File: src/rtl/mlt3_tx_path.sv
module mlt3_tx_path #(
  parameter logic [10:0] SCR_SEED = 11'h7FF
) (
  input  logic       clk,
  input  logic       rst_n,
  input  logic       tx_en,
  input  logic       tx_er,
  input  logic [3:0] txd,
  input  logic       raw_mode,
  input  logic       aneg_en,
  output logic       nib_ack,
  output logic [1:0] line_lvl
);
  localparam int GW = 5;
  localparam int SW = 11;
  localparam logic [GW-1:0] CG_I = 5'b11111;
  localparam logic [GW-1:0] CG_J = 5'b11000;
  localparam logic [GW-1:0] CG_K = 5'b10001;
  localparam logic [GW-1:0] CG_T = 5'b01101;
  localparam logic [GW-1:0] CG_R = 5'b00111;
  localparam logic [GW-1:0] CG_H = 5'b00100;

  typedef enum logic [1:0] {F_IDLE, F_K, F_DATA, F_R} frm_t;

  frm_t          frm, frm_nx;
  logic [2:0]    cnt;
  logic [GW-1:0] sh, grp_nx;
  logic          raw_q;
  logic [SW-1:0] scr;
  logic [1:0]    ph;
  logic          key, bit_out, raw_now;

  function automatic logic [GW-1:0] enc4b5b(input logic [3:0] n);
    case (n)
      4'h0: return 5'b11110;
      4'h1: return 5'b01001;
      4'h2: return 5'b10100;
      4'h3: return 5'b10101;
      4'h4: return 5'b01010;
      4'h5: return 5'b01011;
      4'h6: return 5'b01110;
      4'h7: return 5'b01111;
      4'h8: return 5'b10010;
      4'h9: return 5'b10011;
      4'hA: return 5'b10110;
      4'hB: return 5'b10111;
      4'hC: return 5'b11010;
      4'hD: return 5'b11011;
      4'hE: return 5'b11100;
      default: return 5'b11101;
    endcase
  endfunction

  assign nib_ack = (cnt == 3'(GW - 1));
  assign raw_now = raw_mode & ~aneg_en;
  assign key     = scr[SW-1] ^ scr[SW-3];
  assign bit_out = sh[GW-1] ^ (key & ~raw_q);
  assign line_lvl = ph[0] ? (ph[1] ? 2'b11 : 2'b01) : 2'b00;

  always_comb begin
    frm_nx = frm;
    grp_nx = CG_I;
    if (raw_now) begin
      grp_nx = {tx_er, txd};
      frm_nx = F_IDLE;
    end else begin
      case (frm)
        F_IDLE: if (tx_en) begin
          grp_nx = CG_J;
          frm_nx = F_K;
        end
        F_K: begin
          grp_nx = CG_K;
          frm_nx = F_DATA;
        end
        F_DATA: if (tx_en) begin
          grp_nx = tx_er ? CG_H : enc4b5b(txd);
        end else begin
          grp_nx = CG_T;
          frm_nx = F_R;
        end
        default: begin
          grp_nx = CG_R;
          frm_nx = F_IDLE;
        end
      endcase
    end
  end

  always_ff @(posedge clk or negedge rst_n) begin
    if (!rst_n) begin
      cnt   <= '0;
      sh    <= CG_I;
      raw_q <= 1'b0;
      frm   <= F_IDLE;
      scr   <= SCR_SEED;
      ph    <= '0;
    end else begin
      scr <= {scr[SW-2:0], key};
      if (bit_out) ph <= ph + 2'd1;
      if (nib_ack) begin
        cnt   <= '0;
        sh    <= grp_nx;
        raw_q <= raw_now;
        frm   <= frm_nx;
      end else begin
        cnt <= cnt + 3'd1;
        sh  <= {sh[GW-2:0], 1'b0};
      end
    end
  end


  nib_ack_gap_chk: assert property (@(posedge clk) disable iff (!rst_n)
    nib_ack |=> !nib_ack);


  lvl_code_chk: assert property (@(posedge clk) disable iff (!rst_n)
    line_lvl != 2'b10);


  lvl_step_chk: assert property (@(posedge clk) disable iff (!rst_n)
    (line_lvl != 2'b00) |=> (line_lvl == $past(line_lvl) || line_lvl == 2'b00));


  scr_live_chk: assert property (@(posedge clk) disable iff (!rst_n)
    scr != '0);


  k_follows_j_chk: assert property (@(posedge clk) disable iff (!rst_n)
    (nib_ack && frm == F_K && !raw_now) |=> (sh == CG_K));


  raw_idle_chk: assert property (@(posedge clk) disable iff (!rst_n)
    (nib_ack && raw_now) |=> (frm == F_IDLE && raw_q));
endmodule

File: config.mk
export PLATFORM = sky130hd
export DESIGN_NAME = mlt3_tx_path
export DESIGN_NICKNAME = d
export VERILOG_FILES = /design/src/rtl/mlt3_tx_path.sv
export SDC_FILE = /design/constraint.sdc
export NUM_CORES = 1
export LEC_CHECK = 0
export ABC_AREA = 1
export BUFFER_PORTS_ARGS = -buffer_cell sky130_fd_sc_hd__clkbuf_2
export CAP_MARGIN = 0
export CELL_PAD_IN_SITES_DETAIL_PLACEMENT = 2
export CELL_PAD_IN_SITES_GLOBAL_PLACEMENT = 2
export CORE_UTILIZATION = 37
export DETAILED_ROUTE_END_ITERATION = 10
export HOLD_SLACK_MARGIN = 0.05
export PLACE_DENSITY = 0.91
export SLEW_MARGIN = 5
export SYNTH_ARGS = -nofsm -noshare
export SYNTH_HDL_FRONTEND = slang
export SYNTH_SLANG_ARGS = --single-unit
File: constraint.sdc
create_clock -name clk -period 2.44 [get_ports clk]
set_clock_uncertainty 0.2 [all_clocks]
set_input_delay 0.488 -clock clk [delete_from_list [all_inputs] [get_ports clk]]
set_output_delay 0.488 -clock clk [all_outputs]
set_load 0.01 [all_outputs]
* Yosys cells after proc, flatten, opt, wreduce, memory -nomap -nowiden
Memories as Yosys holds them, arrays and structs flattened.
Index checks and enable logic that the tools add are counted.
** Word-level totals
- Flip-flop bits (word level) :: 24
- Bits in read-only memories :: 80
- Logic and storage cells :: 35
- Memories kept :: 1
** Operators by class
- Add/sub/neg operators :: 2
- Eq/ne operators :: 5
- Muxes and demuxes :: 13
- Bitwise logic cells :: 6
- Reductions and logical operators :: 2
** Memory list
- (name not given) :: depth 16, bits a word 5, rd ports 1, clocked after memory_dff 0, wr ports 0, line 34 : case (n)
** Operators by type and width (number)
- 5-bit two-way mux :: 4
- 5-bit one-hot mux with 3 select lines :: 1
- 2-bit two-way mux :: 5
- 3-bit two-way mux :: 2
- 3-bit inequality test (second input constant) :: 2
- 2-bit one-hot mux with 3 select lines :: 1
- 3-bit by 1-bit adder with 3-bit output (second input constant) :: 1
- 3-bit == test (second input constant) :: 1
- 3-bit AND reduction :: 1
- 2-bit by 1-bit adder with 2-bit output (second input constant) :: 1
- 1-bit AND :: 2
- 2-bit by 1-bit == test with 1-bit output (second input constant) :: 1
- 2-bit == test (second input constant) :: 1
- 2-bit logical NOT :: 1
- 1-bit inverter :: 2
- 1-bit bitwise XOR :: 2

* Longest topological paths before layout
An unclocked memory read counts as a cell.
- Word-level depth :: 6
- Depth in mapped cells :: 8
- Gate-level depth less buffers :: 8

* Least setup slack after synthesis
Ideal clock, no wire load.
- Path type :: register to output
- From :: register cnt[0]
- To :: output port nib_ack
- Data arrival time :: 0.824 ns
- Slack :: 0.928 ns
- Stages on the path, launching flop included :: 5
- Buffers on the path :: 0
- Path through :: dfrtp_1 -> inv_1 -> ha_1 -> nand2_2 -> clkinv_4
** On the way
- Longest elaborated chain between the ends :: 1
** RTL lines
- from (decl) :: line 26 : logic [2:0] cnt;
- from (signal assigned) :: line 107 : cnt <= cnt + 3'd1;
- 3-bit == test :: line 54 : assign nib_ack = (cnt == 3'(GW - 1));
- to (decl) :: line 11 : output logic nib_ack,
No other way between the ends.

* Final worst setup path
Ends and elaborated chain as after synthesis.

==> impl_metrics.ini <==
[pwr]
p_per_area_mw_per_mm2 = 883
peakVddDrop_v = 0.000635
p_leak_nw = 0.646

[setup_path]
path_delay_family = flip-flops
reg2reg_from = frm[0]
cpPeakStageDelay_ns = 0.41
crit_path_end_kind = output pin
r2r_setup_slack_ns = 0.78
critPathSlowestCell = dfrtp_1
cp-start-kind = flop
reg2reg_to = sh[4]
crit_buf_inv = 3
crit_chain = inv_1 > ha_1 > nand2_2 > clkinv_4 > clkbuf_2
worstSetupPathType = flop to output pin
worstPathArrival_ns = 1.42
crit_fanout = 10
cp_data_required_time_ns = 1.75
r2r_cells = 8

[routing]
wl_per_cell_um = 15.6
antenna_left = 0
totalWireLength_mm = 2.70
drc = 0
drtIter0Drc = 27
vias = 853
via_per_inst = 4.93
dr.pass1.iters = 4

[grt]
grt_pass1_wl_mm = 4.66
grt_max_degree = 25
antenna_found_initial = 0
gr-total-overflow = 0
grt_usage_pct = 19.0
grt_pass1_vias = 936

[min_path]
min_path_type = flop to flop
worstHoldEndpoint = scr[1]
min_from = scr[0]
holdPathStages = 0

[cts]
tritoncts = yes
cts_root_buf = clkbuf_4
cts_setup_buffers = 0
cts-buffers-inserted = 3
cts.sinks = 24
cts-resized-gates = 0
cts.path.max_buffers = 2
clkTransAtPathRegs_ns = 0.13
cts_hold_buffers = 1
clk_latency_ns = 0.31
h-tree-depth = 1

[sta]
whs_ns = 0.159
fin_crit_sh_pct = 86.3
tightest_slew_ns = 0.553
tns_ns = 0
fmax_mhz = 475
min_period_ns = 2.11
setup_viol = 0
rsz0062_at_grt = no
maxSlewHeadroom_pct = 63.2
maxSlewViolCount = 0
hold_violations = 0

[finish]
drive_gt1_share_pct = 27.5
final_area_mm2 = 0.00131
final_cells = 173
most-common-layout-cells = nand2_1, inv_1, dfstp_2
multi_input_area_um2 = 462
final_common_cell = nand2_1
area_growth_pct = 13.3
fillers = 323
seqCellArea_um2 = 621
antenna-diode-count = 0
nets = 160

[synthesis]
synth_nets = 143
synth_top_area_share_pct = 36.3
synthTopCellsByArea = dfstp_2, dfrtp_1, nand2_1
ys_seq_area_share_pct = 53.6
syn_avg_cell_area_um2 = 9.20
syn-cell-area_mm2 = 0.00116
ys_seq_elements = 24
synth_edf_count = 0
yosysTopAreaCell = dfstp_2
yosys_warnings = 0
ys_types = 24
synthArstFlopShare_pct = 100
syn_inst = 126
yosys_most_used_dff = dfstp_2

[place]
dp_hpwl_mm = 2.14
place_congestion = 0.876
io_buffers = 12
placed_area_mm2 = 0.00125
place_inst = 168

[die]
rows = 19
pin_count = 13
core_area_mm2 = 0.00285
die_w_um = 58.0
die_y_um = 58.0
initial_utilization_pct = 40.6
design.die.area_mm2 = 0.00336

[flow_run]
max-cap-violations = 0

[run_status]
status = complete, no violations
-- metrics by stage --
step / power [mW] / utilization (%) / setup WS (ns)
4_1_cts: 1.18 / 46.0 / 0.318
6_report: 1.16 / 46.0 / 0.335
5_1_grt: 1.25 / 46.0 / 0.243
2_1_floorplan: 0.767 / - / 0.928
3_3_place_gp: 0.848 / 43.8 / 0.752
3_5_place_dp: 0.886 / 43.8 / 0.686
-- power breakdown --
part | switching (mW) | internal (mW) | total [mW] | leakage (nW)
clock | 0.116 | 0.166 | 0.282 | 0.0279
combinational | 0.241 | 0.145 | 0.386 | 0.352
sequential | 0.0367 | 0.454 | 0.491 | 0.266
total | 0.393 | 0.765 | 1.16 | 0.646
-- metal layers --
layer | track usage, % | wire length (um) | vias to the layer above
met4 | 3.06 | 13 | 0
met5 | 0 | 0 | -
met2 | 30.7 | 1260 | 8
met1 | 26.5 | 1360 | 408
met3 | 4.69 | 69 | 2
li1 | - | - | 435
-- how the worst max path moves through the flow --
stage	from	to	slack (ns)	depth (start not counted)
final	cnt[0]	nib_ack	0.33	5
after floorplan	cnt[0]	nib_ack	0.93	4
after global placement	cnt[0]	nib_ack	0.75	5
after detailed placement	cnt[0]	nib_ack	0.69	5
after CTS	cnt[0]	nib_ack	0.32	5
after global routing	cnt[0]	nib_ack	0.24	5
-- registers in the layout, summed over array words and instances, names as in the netlist --
| signal | flops |
|---|---|
| raw_q | 1 |
| sh | 5 |
| frm | 2 |
| scr | 11 |
| cnt | 3 |
| ph | 2 |
-- final cells by class --
class	count	share of cell area, %
multi-input cells	84	35.2
flip-flops and latches	24	47.3
clock buffers	3	1.72
well taps	31	2.96
clock inverters	1	2.29
repair buffers	13	5.34
inverters	17	5.24
-- synth_stat cells, types with 3 or more instances --
library cell / number
nand2_1: 32
dfstp_2: 16
inv_1: 16
nand3_1: 10
nor2_1: 10
dfrtp_1: 8
ha_1: 7
o21ai_0: 5
nand2_2: 3
nand4_1: 3
o21ai_1: 3
-- cells by family after synthesis --
kind of cell / Yosys count / synth area share (%)
AND/OR/NAND/NOR: 64 / 25.7
XOR/XNOR: 1 / 0.756
buffers and inverters: 18 / 6.59
flip-flops: 24 / 53.6
adder cells (fa/ha/maj): 7 / 7.56
AO/OA/AOI/OAI: 12 / 5.83
No activity file was read; power rests on OpenSTA's default activity.
